`src/rtl/ca_pkg.sv`:
```
package ca_pkg;
    localparam int          CA_W    = 10;
    localparam logic [9:0]  G1_POLY = 10'b0010000001;
    localparam logic [9:0]  G2_POLY = 10'b0110010111;
    localparam logic [9:0]  CA_SEED = 10'b1111111111;

    typedef enum logic {
        ST_IDLE = 1'b0,
        ST_RUN  = 1'b1
    } ca_state_e;
endpackage

```
`src/rtl/ca_chip_timer.sv`:
```
module ca_chip_timer #(
    parameter int MOD   = 1915,
    parameter int STEP  = 341,
    parameter int ACC_W = $clog2(MOD)
) (
    input  logic             clk,
    input  logic             rst_n,
    input  logic             load_i,
    input  logic             run_i,
    input  logic [ACC_W-1:0] init_i,
    output logic             tick_o,
    output logic [ACC_W-1:0] acc_o
);
    localparam logic [ACC_W:0] MOD_V  = (ACC_W+1)'(MOD);
    localparam logic [ACC_W:0] STEP_V = (ACC_W+1)'(STEP);

    logic [ACC_W-1:0] acc_q;
    logic [ACC_W:0]   sum;
    logic             wrap;

    assign sum    = {1'b0, acc_q} + STEP_V;
    assign wrap   = (sum >= MOD_V);
    assign tick_o = run_i & ~load_i & wrap;
    assign acc_o  = acc_q;

    always_ff @(posedge clk) begin
        if (!rst_n) begin
            acc_q <= '0;
        end else if (load_i) begin
            acc_q <= init_i;
        end else if (run_i) begin
            if (wrap) acc_q <= ACC_W'(sum - MOD_V);
            else      acc_q <= sum[ACC_W-1:0];
        end
    end
endmodule

```
`src/rtl/ca_lfsr.sv`:
```
module ca_lfsr #(
    parameter int                W    = ca_pkg::CA_W,
    parameter logic [W-1:0]      POLY = ca_pkg::G1_POLY
) (
    input  logic         clk,
    input  logic         rst_n,
    input  logic         load_i,
    input  logic         step_i,
    output logic [W-1:0] state_o
);
    logic [W-1:0] st_q;
    logic         fb;

    assign fb      = ^(st_q & POLY);
    assign state_o = st_q;

    always_ff @(posedge clk) begin
        if (!rst_n)      st_q <= '1;
        else if (load_i) st_q <= '1;
        else if (step_i) st_q <= {fb, st_q[W-1:1]};
    end
endmodule

```
`src/rtl/ca_tap.sv`:
```
module ca_tap #(
    parameter int W = ca_pkg::CA_W
) (
    input  logic [W-1:0] g1_i,
    input  logic [W-1:0] g2_i,
    input  logic [W-1:0] m1_i,
    input  logic [W-1:0] m2_i,
    output logic         bit_o
);
    assign bit_o = (^(g1_i & m1_i)) ^ (^(g2_i & m2_i));
endmodule

```
`src/rtl/ca_code_gen.sv`:
```
module ca_code_gen #(
    parameter int NREP  = 4,
    parameter int MOD   = 1915,
    parameter int STEP  = 341,
    parameter int CHIPS = 1023
) (
    input  logic                          clk,
    input  logic                          rst_n,
    input  logic                          start_i,
    input  logic [$clog2(MOD)-1:0]        frac_init_i,
    input  logic [NREP*ca_pkg::CA_W-1:0]  g1_mask_i,
    input  logic [NREP*ca_pkg::CA_W-1:0]  g2_mask_i,
    output logic [NREP-1:0]               code_o,
    output logic                          chip_tick_o,
    output logic                          busy_o
);
    import ca_pkg::*;

    localparam int MW    = CA_W;
    localparam int ACC_W = $clog2(MOD);
    localparam int CNT_W = $clog2(CHIPS);

    ca_state_e             state_q, state_d;
    logic [NREP*MW-1:0]    m1_q, m2_q;
    logic [CNT_W-1:0]      cnt_q;
    logic [ACC_W-1:0]      acc_q;
    logic [MW-1:0]         g1_st, g2_st;
    logic                  tick;
    logic                  period_end;
    logic                  running;
    logic [NREP-1:0]       tap_bits;

    assign running    = (state_q == ST_RUN);
    assign period_end = tick && (cnt_q == CNT_W'(CHIPS-1));

    // state register
    always_ff @(posedge clk) begin
        if (!rst_n) state_q <= ST_IDLE;
        else        state_q <= state_d;
    end

    // next-state
    always_comb begin
        state_d = state_q;
        unique case (state_q)
            ST_IDLE: if (start_i) state_d = ST_RUN;
            ST_RUN:  state_d = ST_RUN;
            default: state_d = ST_IDLE;
        endcase
    end

    // capture masks and chip counter
    always_ff @(posedge clk) begin
        if (!rst_n) begin
            m1_q  <= '0;
            m2_q  <= '0;
            cnt_q <= '0;
        end else if (start_i) begin
            m1_q  <= g1_mask_i;
            m2_q  <= g2_mask_i;
            cnt_q <= '0;
        end else if (period_end) begin
            cnt_q <= '0;
        end else if (tick) begin
            cnt_q <= cnt_q + 1'b1;
        end
    end

    ca_chip_timer #(.MOD(MOD), .STEP(STEP), .ACC_W(ACC_W)) u_timer (
        .clk    (clk),
        .rst_n  (rst_n),
        .load_i (start_i),
        .run_i  (running),
        .init_i (frac_init_i),
        .tick_o (tick),
        .acc_o  (acc_q)
    );

    ca_lfsr #(.W(MW), .POLY(G1_POLY)) u_g1 (
        .clk     (clk),
        .rst_n   (rst_n),
        .load_i  (start_i | period_end),
        .step_i  (tick),
        .state_o (g1_st)
    );

    ca_lfsr #(.W(MW), .POLY(G2_POLY)) u_g2 (
        .clk     (clk),
        .rst_n   (rst_n),
        .load_i  (start_i | period_end),
        .step_i  (tick),
        .state_o (g2_st)
    );

    for (genvar i = 0; i < NREP; i++) begin : g_rep
        ca_tap #(.W(MW)) u_tap (
            .g1_i  (g1_st),
            .g2_i  (g2_st),
            .m1_i  (m1_q[i*MW +: MW]),
            .m2_i  (m2_q[i*MW +: MW]),
            .bit_o (tap_bits[i])
        );
    end

    // outputs
    always_comb begin
        code_o      = '0;
        chip_tick_o = 1'b0;
        busy_o      = 1'b0;
        unique case (state_q)
            ST_IDLE: ;
            ST_RUN: begin
                code_o      = tap_bits;
                chip_tick_o = tick;
                busy_o      = 1'b1;
            end
            default: ;
        endcase
    end
endmodule

```
`config.mk`:
```
export PLATFORM = sky130hd
export DESIGN_NAME = ca_code_gen
export DESIGN_NICKNAME = d
export VERILOG_FILES = /design/src/rtl/ca_pkg.sv /design/src/rtl/ca_chip_timer.sv /design/src/rtl/ca_lfsr.sv /design/src/rtl/ca_tap.sv /design/src/rtl/ca_code_gen.sv
export SDC_FILE = /design/constraint.sdc
export NUM_CORES = 1
export LEC_CHECK = 0
export ABC_CLOCK_PERIOD_IN_PS = 2400
export BUFFER_PORTS_ARGS = -buffer_cell sky130_fd_sc_hd__buf_4
export CORE_MARGIN = 2
export CORE_UTILIZATION = 52
export CTS_CLUSTER_DIAMETER = 40
export CTS_CLUSTER_SIZE = 12
export DETAILED_ROUTE_END_ITERATION = 10
export PLACE_DENSITY = 0.75
export SKIP_CTS_REPAIR_TIMING = 1
export SYNTH_ARGS = -nofsm -noshare
export SYNTH_HDL_FRONTEND = slang
export SYNTH_SLANG_ARGS = --single-unit
```
`constraint.sdc`:
```
create_clock -name clk -period 2.4 [get_ports clk]
set_clock_uncertainty 0.05 [all_clocks]
set_input_delay 0 -clock clk [delete_from_list [all_inputs] [get_ports clk]]
set_output_delay 0 -clock clk [all_outputs]
set_load 0.005 [all_outputs]
```
==> metrics.md, run 1 <==
| Metric | Value |
|---|---|
| Status | `complete, but fails checks` |
| Failing checks | `negative setup slack` |
| Initial drt markers | `449` |
| Crit Path Class | `flip-flop to flip-flop` |
| Largest fanout on the critical path | `8` |
| Min Tclk post-route | `2.574 ns` |
| Crit end category | `flip-flop` |
| FF/Latch Area | `2451 sq um` |
| Antenna viol nets, final | `0` |
| Initial antenna violation count | `0` |
| Area leader, netlist | `dfxtp_1` |
| N_diodes | `0` |
| Total CTS buffers | `17` |
| Met1 usage | `0.3832` |
| Routed WL per cell | `17.19 microns` |
| Reg-to-Reg Start | `u_timer.acc_o[0]` |
| #FFs+latches synth | `122` |
| Clock transition at path regs | `0.06 ns` |
| Fmax | `388.5 MHz` |
| Combinational power share | `0.222` |
| Final hold violation count | `0` |
| # fillers | `811` |
| CTS tree | `yes` |
| Pin count of the biggest net entering global routing | `53` |
| TritonRoute pass-1 iters | `5` |
| Worst vdd ir | `532.6 uV` |
| Async SR Flop Fraction | `0` |
| Fin nets | `1072` |
| GRT Resource Usage Total | `0.2686` |
| Psw | `1656 uW` |
| Synth cell count leaders | `135 x nand2_1, 122 x dfxtp_1, 81 x mux2i_1, 81 x nor2b_1, 77 x xnor2_1` |
| Clock Sinks | `122` |
| Num rows | `40` |
| Clock power share | `0.427` |
| Final non-filler cell total | `1155` |
| Setup slack after layout | `-0.1743 ns` |
| Final Slew Violations | `0` |
| Die height | `116.0 microns` |
| Syn nets | `845` |
| CP Capture Point | `u_timer.acc_o[5]` |
| Share of cells above drive strength 1 | `0.2330` |
| Syn Std Cell Area | `6525 sq um` |
| Endpoints failing setup | `39` |
| Final Power | `6332 uW` |
| Sequential fraction of the synthesis area | `0.3743` |
| Grt met2 use | `0.4148` |
| H-tree level count | `4` |
| Port Buffer Count | `99` |
| EDFF count, synth | `0` |
| Reg-to-reg slack, setup | `-0.17 ns` |
| CP required | `2.69 ns` |
| Pre-CTS setup slack | `-0.2598 ns` |
| Synth top area cells | `dfxtp_1 37%, mux2i_1 12%, xnor2_1 10%` |
| Vias | `6047` |
| Ys Warns | `0` |
| FF-to-FF path depth | `10` |
| Final HPWL from detailed placement | `12.64 mm` |
| Die area | `13460 sq um` |
| Relative slew slack | `0.4164` |
| Worst Setup SP | `u_timer.acc_o[0]` |
| Clock buffer depth | `2` |
| Synth Area per Inst | `8.735 sq um` |
| Internal | `4676 uW` |
| Crit path launch type | `flip-flop` |
| Worst Max-Slew Pin Slew | `0.8754 ns` |
| Top-count cell post-synth | `nand2_1` |
| Die Wd | `116.0 microns` |
| Switch share | `0.2616` |
| Via density per instance | `5.235` |
| Synth cell types | `56` |
| Clock Latency Late Sink | `0.42 ns` |
| Top-level port count | `100` |
| GRT overflow | `0` |
| Number of global-route vias before repair | `5412` |
| Max cap viols | `0` |
| GR met3 Demand/Resource | `0.05701` |
| CTS root buf | `clkbuf_16` |
| Post-synth top flop | `dfxtp_1` |
| Routed WL | `19.85 mm` |
| CP arrival | `2.86 ns` |
| Worst flop-to-flop path endpoint | `u_timer.acc_o[5]` |
| Min-Delay Path Class | `input pin to flip-flop` |
| Static leakage | `0.004103 uW` |
| TNS Setup | `-2.704 ns` |
| Crit share post-route | `1.073` |
| RSZ-0062 raised after global routing | `yes` |
| Sequential share of power | `0.350` |
| GR peak layer | `met2` |
| Area Overhead vs Synth | `45.22%` |
| Mapped Cells | `747` |
| Pwr Density | `668.2 nW/um^2` |
| Starting Density | `0.5387` |
| Placer Congestion | `0.8920` |
| Hold_ws | `0.3255 ns` |
| Core Region | `12110 sq um` |
| Multi-input gate area | `3970 sq um` |
| Residual DRC | `0` |
| Cell total after placement | `1025` |
| Top cell type's share of synthesized area | `0.3743` |
| First-pass GRT wire length | `27.60 mm` |
cells in the final DEF (no fill, tap or decap), types with 4 or more instances in the layout:
master         netlist  routed
a21o_1               4       4
a21oi_1             12      11
a31oi_1              4       4
buf_4                0     156
clkbuf_16            0      17
clkbuf_8             0       5
dfxtp_1            122     117
dfxtp_2              0       4
dlygate4sd3_1        0      94
inv_1                6       6
mux2i_1             81      81
nand2_1            135     134
nand2b_1             5       5
nand3_1             25      25
nand4_1              7       7
nor2_1              30      29
nor2b_1             81      81
o211a_1              5       5
o21ai_0             13      13
xnor2_1             77      76
xor2_1              23      23
critical path, stage by stage (launching register included):
cell	delay, ns
dfxtp_4	0.36
ha_4	0.19
o21ai_4	0.15
mux2_4	0.33
o311ai_4	0.25
buf_6	0.15
o2111ai_4	0.20
a21oi_2	0.23
a211oi_2	0.10
or3_1	0.31
a31oi_1	0.19
routing by layer:
metal	wire, microns	up-vias
met2	9701	181
li1	-	2949
met5	0	-
met4	286	0
met1	8890	2891
met3	971	26
kinds of logic (layout without fill, tap and decap cells):
group	after synthesis	count (layout)	share of synthesized area
xor+xnor	100	100	0.1342
compound gates	75	75	0.09070
flops	122	122	0.3743
mux	84	84	0.1294
fa+ha+maj	4	4	0.007670
buf+inv	54	294	0.03336
simple gates	308	308	0.2303
state kept, by name, summed over array words and instances (netlist names):
name,count
m2_q,40
running,1
m1_q,40
u_g1.state_o,10
u_timer.acc_o,11
cnt_q,10
u_g2.state_o,10
final cells by class:
cell class,count,area share
Multi-Input combinational cell,571,0.4190
Sequential cell,122,0.2587
Timing Repair Buffer,255,0.2307
Clock buffer,22,0.05216
Tap cell,168,0.02218
Clock inverter,10,0.01453
Inverter,7,0.002773
through the flow:
| stage | utilization | instance area [sq um] |
|---|---|---|
| final | 0.7823 | 9475 |
| after detailed placement | 0.6393 | 7742 |
| after global placement | 0.6393 | 7742 |
| after CTS | 0.6914 | 8374 |
| after floorplan | - | 6539 |
| after global routing | 0.7823 | 9475 |
power groups by stage:
| stage | Combinational, uW | Sequential, uW | Clock (uW) |
|---|---|---|---|
| after floorplan | 790 | 2210 | 0 |
| after global placement | 1170 | 2250 | 0 |
| after detailed placement | 1190 | 2250 | 0 |
| after CTS | 1210 | 2210 | 2710 |
| after global routing | 1510 | 2230 | 2810 |
| final | 1410 | 2220 | 2710 |
worst min path at each step:
stage / from / end / slack, ns / cells after the start
2_1_floorplan: frac_init_i[10] / u_timer.acc_o[10] / 0.09 / 1
3_3_place_gp: frac_init_i[10] / u_timer.acc_o[10] / 0.19 / 2
3_5_place_dp: frac_init_i[10] / u_timer.acc_o[10] / 0.20 / 2
4_1_cts: frac_init_i[10] / u_timer.acc_o[10] / -0.24 / 2
5_1_grt: frac_init_i[10] / u_timer.acc_o[10] / 0.34 / 3
6_report: frac_init_i[10] / u_timer.acc_o[10] / 0.33 / 3
(Power assumes the default switching activity.)
==> inputs of run 2 (changes only) <==
--- a/config.mk
+++ b/config.mk
@@ -12,7 +12,7 @@
 export CTS_CLUSTER_DIAMETER = 40
 export CTS_CLUSTER_SIZE = 12
 export DETAILED_ROUTE_END_ITERATION = 10
-export PLACE_DENSITY = 0.75
+export PLACE_DENSITY = 0.83
 export SKIP_CTS_REPAIR_TIMING = 1
 export SYNTH_ARGS = -nofsm -noshare
 export SYNTH_HDL_FRONTEND = slang
==> metrics.md, run 2 (synthesis gave the netlist of run 1 again) <==
| Metric | Value |
|---|---|
| Share of cells above drive strength 1 | `0.2538` |
| Final hold violation count | `0` |
| Initial antenna violation count | `1` |
| Final instance area | `9709 sq um` |
| CP arrival | `2.60 ns` |
| Final Util | `0.8017` |
| Worst vdd ir | `676.4 uV` |
| Met1 usage | `0.3542` |
| GR peak layer | `met2` |
| Worst Max-Slew Pin Slew | `0.7830 ns` |
| Starting Density | `0.5387` |
| H-tree level count | `4` |
| Num rows | `40` |
| Placer Congestion | `0.9206` |
| Die height | `116.0 microns` |
| Min Tclk post-route | `2.654 ns` |
| GRT Resource Usage Total | `0.2641` |
| TritonRoute pass-1 iters | `5` |
| Failing checks | `negative setup slack` |
| Initial drt markers | `533` |
| Fmax | `376.8 MHz` |
| Die Wd | `116.0 microns` |
| GRT overflow | `0` |
| Antenna viol nets, final | `0` |
| First-pass GRT wire length | `27.16 mm` |
| Routed WL per cell | `19.68 microns` |
| Pin count of the biggest net entering global routing | `50` |
| CP required | `2.35 ns` |
| Number of global-route vias before repair | `5471` |
| Grt met2 use | `0.4062` |
| Final HPWL from detailed placement | `11.92 mm` |
| Crit end category | `output pin` |
| Max cap viols | `0` |
| Cell total after placement | `1015` |
| Via density per instance | `5.666` |
| Vias | `6538` |
| Crit Path Class | `flip-flop to output pin` |
| Total CTS buffers | `17` |
| Critical path's slowest cell | `dfxtp_4` |
| Crit path launch type | `flip-flop` |
| Clock transition at path regs | `0.06 ns` |
| Endpoints failing setup | `44` |
| Relative slew slack | `0.4780` |
| Status | `complete, but fails checks` |
| Hold_ws | `0.01468 ns` |
| Routed WL | `22.71 mm` |
| Pwr Density | `680.1 nW/um^2` |
| Largest fanout on the critical path | `13` |
| Setup slack after layout | `-0.2537 ns` |
| Top-level port count | `100` |
| Port Buffer Count | `99` |
| Min-Delay Path Class | `input pin to flip-flop` |
| Most used cell, CP | `buf_12` |
| Post-DP Area | `7680 sq um` |
| Final Slew Violations | `0` |
| Die area | `13460 sq um` |
| Clock buffer depth | `2` |
| CTS tree | `yes` |
| CTS root buf | `clkbuf_16` |
| CP peak stage delay | `0.36 ns` |
| Static leakage | `0.004111 uW` |
| Clock Latency Late Sink | `0.43 ns` |
| CP delay by family, top | `compound AO/OA/AOI/OAI gates` |
| Crit share post-route | `1.106` |
| Most common cell after layout, fill and taps aside | `buf_4` |
| GR met3 Demand/Resource | `0.06433` |
| Worst-path cell chain | `buf_4 -> a21o_1 -> and2_4 -> a211o_4 -> o2111a_2 -> o21ai_4 -> inv_2 -> buf_12 -> buf_12 -> buf_6` |
| Final Power | `6603 uW` |
| Residual DRC | `0` |
| Final non-filler cell total | `1154` |
| RSZ-0062 raised after global routing | `yes` |
| Clock Sinks | `122` |
| WP buf/inv | `5` |
| Core Region | `12110 sq um` |
| Area Overhead vs Synth | `48.80%` |
| Most frequent cells in the layout | `147 x buf_4, 135 x nand2_1, 116 x dfxtp_1` |
| Fin nets | `1070` |
[run 2: metrics by stage]
| stage | TNS [ns] | setup slack [ns] |
|---|---|---|
| final | -7.282 | -0.2537 |
| after global placement | -2.463 | -0.1058 |
| after global routing | -11.42 | -0.3492 |
| after floorplan | -1.380 | -0.07985 |
| after detailed placement | -4.640 | -0.1612 |
| after CTS | -5.955 | -0.4140 |
[run 2: final cells by class]
type,instances,area [sq um]
Timing Repair Buffer,253,2237
Inverter,7,26.28
Sequential cell,122,2457
Multi-Input combinational cell,571,4108
Clock inverter,11,217.7
Tap cell,168,210.2
Clock buffer,21,450.4
Fill cell,649,2402
Antenna cell,1,2.502
[run 2: power breakdown]
| group | internal, uW | switching, uW |
|---|---|---|
| sequential | 2130 | 92.4 |
| clock | 1970 | 961 |
| combinational | 763 | 684 |
| total | 4870 | 1740 |
[run 2: path summary, 6_finish.rpt]
kind	end	slack, ns	cells after the start	start
max reg2reg	u_timer.acc_o[2]	-0.23	10	u_timer.acc_o[4]
max	chip_tick_o	-0.25	10	u_timer.acc_o[0]
min	u_timer.acc_o[1]	0.01	3	start_i
min reg2reg	cnt_q[5]	0.46	2	cnt_q[5]
[run 2: layer usage]
layer	part of all wire	wire (microns)
met1	0.39	8962
met2	0.48	10880
met3	0.076	1735
met4	0.050	1129
met5	0	0
[run 2: worst reg2reg max path: cells and delay by family (launching register included)]
kind	cells	cell delay [ns]
xor gates and xnor gates	1	0.15
DFF	1	0.35
buffers and inverters	2	0.32
and+or+nand+nor	4	1.11
AOI/OAI and AO/OA	3	0.54
==> inputs of run 3 (changes only) <==
--- a/config.mk
+++ b/config.mk
@@ -7,6 +7,7 @@
 export LEC_CHECK = 0
 export ABC_CLOCK_PERIOD_IN_PS = 2400
 export BUFFER_PORTS_ARGS = -buffer_cell sky130_fd_sc_hd__buf_4
+export CORE_ASPECT_RATIO = 1.1
 export CORE_MARGIN = 2
 export CORE_UTILIZATION = 52
 export CTS_CLUSTER_DIAMETER = 40
==> metrics.md, run 3 (synthesis gave the netlist of run 1 again) <==
| Metric | Value |
|---|---|
| GRT Resource Usage Total | `0.2669` |
| TNS Setup | `-7.924 ns` |
| Worst Max-Slew Pin Slew | `0.6130 ns` |
| Cell total after placement | `1009` |
| Via density per instance | `5.791` |
| Fmax | `374.5 MHz` |
| RSZ-0062 raised after global routing | `yes` |
| Critical path's slowest cell | `o311ai_4` |
| Crit path launch type | `flip-flop` |
| Die height | `121.5 microns` |
| Worst flop-to-flop path endpoint | `u_timer.acc_o[2]` |
| Die area | `13460 sq um` |
| Vias | `6619` |
| Setup slack after layout | `-0.2706 ns` |
| Most frequent cells in the layout | `150 x buf_4, 135 x nand2_1, 116 x dfxtp_1` |
| Most common cell after layout, fill and taps aside | `buf_4` |
| Initial drt markers | `733` |
| Antenna viol nets, final | `0` |
| Clock transition at path regs | `0.05 ns` |
| # fillers | `671` |
| Clock buffer depth | `2` |
| CP arrival | `2.91 ns` |
| GRT overflow | `0` |
| Final HPWL from detailed placement | `12.49 mm` |
| Crit share post-route | `1.113` |
| Worst-path cell chain | `ha_4 -> o21ai_4 -> mux2_4 -> o311ai_4 -> o2111ai_4 -> buf_6 -> a21oi_2 -> xnor2_1 -> nand4_1 -> nor3b_2` |
| Core Region | `12140 sq um` |
| Num rows | `42` |
| H-tree level count | `4` |
| Port Buffer Count | `99` |
| Final Util | `0.7947` |
| Pin count of the biggest net entering global routing | `60` |
| Die Wd | `110.8 microns` |
| Min Tclk post-route | `2.671 ns` |
| CP required | `2.64 ns` |
| GR met3 Demand/Resource | `0.06394` |
| Routed WL | `23.06 mm` |
| Largest fanout on the critical path | `6` |
| Final Slew Violations | `0` |
| Grt met2 use | `0.4601` |
| Top-level port count | `100` |
| Starting Density | `0.5375` |
| Endpoints failing setup | `43` |
| Clock Latency Late Sink | `0.43 ns` |
| Fin nets | `1073` |
| Area Overhead vs Synth | `47.84%` |
| CTS tree | `yes` |
| Worst Setup SP | `u_timer.acc_o[0]` |
| Crit end category | `flip-flop` |
| CP peak stage delay | `0.37 ns` |
| Static leakage | `0.004102 uW` |
| Worst vdd ir | `528.6 uV` |
| GR peak layer | `met2` |
| Reg-to-Reg Start | `u_timer.acc_o[0]` |
| Residual DRC | `0` |
| Max cap viols | `0` |
| Relative slew slack | `0.5913` |
| Met1 usage | `0.3079` |
| Clock Sinks | `122` |
| Total CTS buffers | `17` |
| Final non-filler cell total | `1143` |
| First-pass GRT wire length | `28.25 mm` |
| Initial antenna violation count | `1` |
| Status | `complete, but fails checks` |
| Share of cells above drive strength 1 | `0.2621` |
| Min-Delay Path Class | `input pin to flip-flop` |
| CTS root buf | `clkbuf_16` |
| Hold_ws | `0.07749 ns` |
| Reg-to-reg slack, setup | `-0.27 ns` |
| Failing checks | `negative setup slack` |
| Hold Crit Depth | `3` |
| Placer Congestion | `0.8872` |
| Crit Path Class | `flip-flop to flip-flop` |
| Pwr Density | `655.1 nW/um^2` |
| CP Capture Point | `u_timer.acc_o[2]` |
| Routed WL per cell | `20.18 microns` |
| TritonRoute pass-1 iters | `7` |
| Number of global-route vias before repair | `5658` |
| FF-to-FF path depth | `10` |
| Final hold violation count | `0` |
==> run 3: cell count changes in the layout (fill, tap and decap cells not counted), moves of 3 or more <==
cell,previous run,this run
bufinv_16,6,2
clkbuf_8,1,5
a21oi_1,9,6
a21oi_2,2,5
buf_4,147,150
dfxtp_2,3,6
dfxtp_4,3,0
==> run 3: stage by stage <==
step,worst slack (ns),power [uW],area [sq um]
finish,-0.2706,6320,9647
global placement,-0.1108,3408,7722
global route,-0.3589,6505,9647
CTS,-0.2048,6027,8333
detailed placement,-0.1738,3431,7722
floorplan,-0.07985,3000,6539
==> run 3: critical path, delay by kind of cell, from the launching register on <==
family | cells | cell delay [ns]
AOI/OAI and AO/OA | 4 | 0.91
xor gates and xnor gates | 1 | 0.16
muxes | 1 | 0.33
buffers and inverters | 1 | 0.19
adders and majority gates | 1 | 0.18
DFF | 1 | 0.33
and+or+nand+nor | 2 | 0.37
==> run 3: how the worst min path moves through the flow <==
stage                               start           endpoint  slack, ns
after floorplan           frac_init_i[10]  u_timer.acc_o[10]       0.09
after global placement    frac_init_i[10]  u_timer.acc_o[10]       0.18
after detailed placement  frac_init_i[10]  u_timer.acc_o[10]       0.19
after CTS                 frac_init_i[10]  u_timer.acc_o[10]      -0.25
after global routing       frac_init_i[2]   u_timer.acc_o[2]       0.08
final                      frac_init_i[2]   u_timer.acc_o[2]       0.08
==> run 3: power breakdown <==
group / internal, uW / total [uW] / switching, uW
Clock: 1670 / 2640 / 974
Combinational: 767 / 1450 / 684
Sequential: 2130 / 2230 / 101
Total: 4560 / 6320 / 1760
==> run 3: final cells by class <==
type | instances | area (sq um) | area share
multi-input combinational | 571 | 4119 | 0.4270
sequential | 122 | 2450 | 0.2540
timing repair buffer | 256 | 2246 | 0.2328
clock buffer | 23 | 498.0 | 0.05162
tap | 154 | 192.7 | 0.01997
clock inverter | 9 | 112.6 | 0.01167
inverter | 7 | 26.28 | 0.002724
antenna | 1 | 2.502 | 0.0002594
==> run 3: layer usage <==
metal	wire, microns	part of all wire	vias up
met4	1460	0.063	0
met1	8431	0.37	3150
met2	11600	0.50	382
li1	-	-	2947
met5	0	0	-
met3	1572	0.068	140
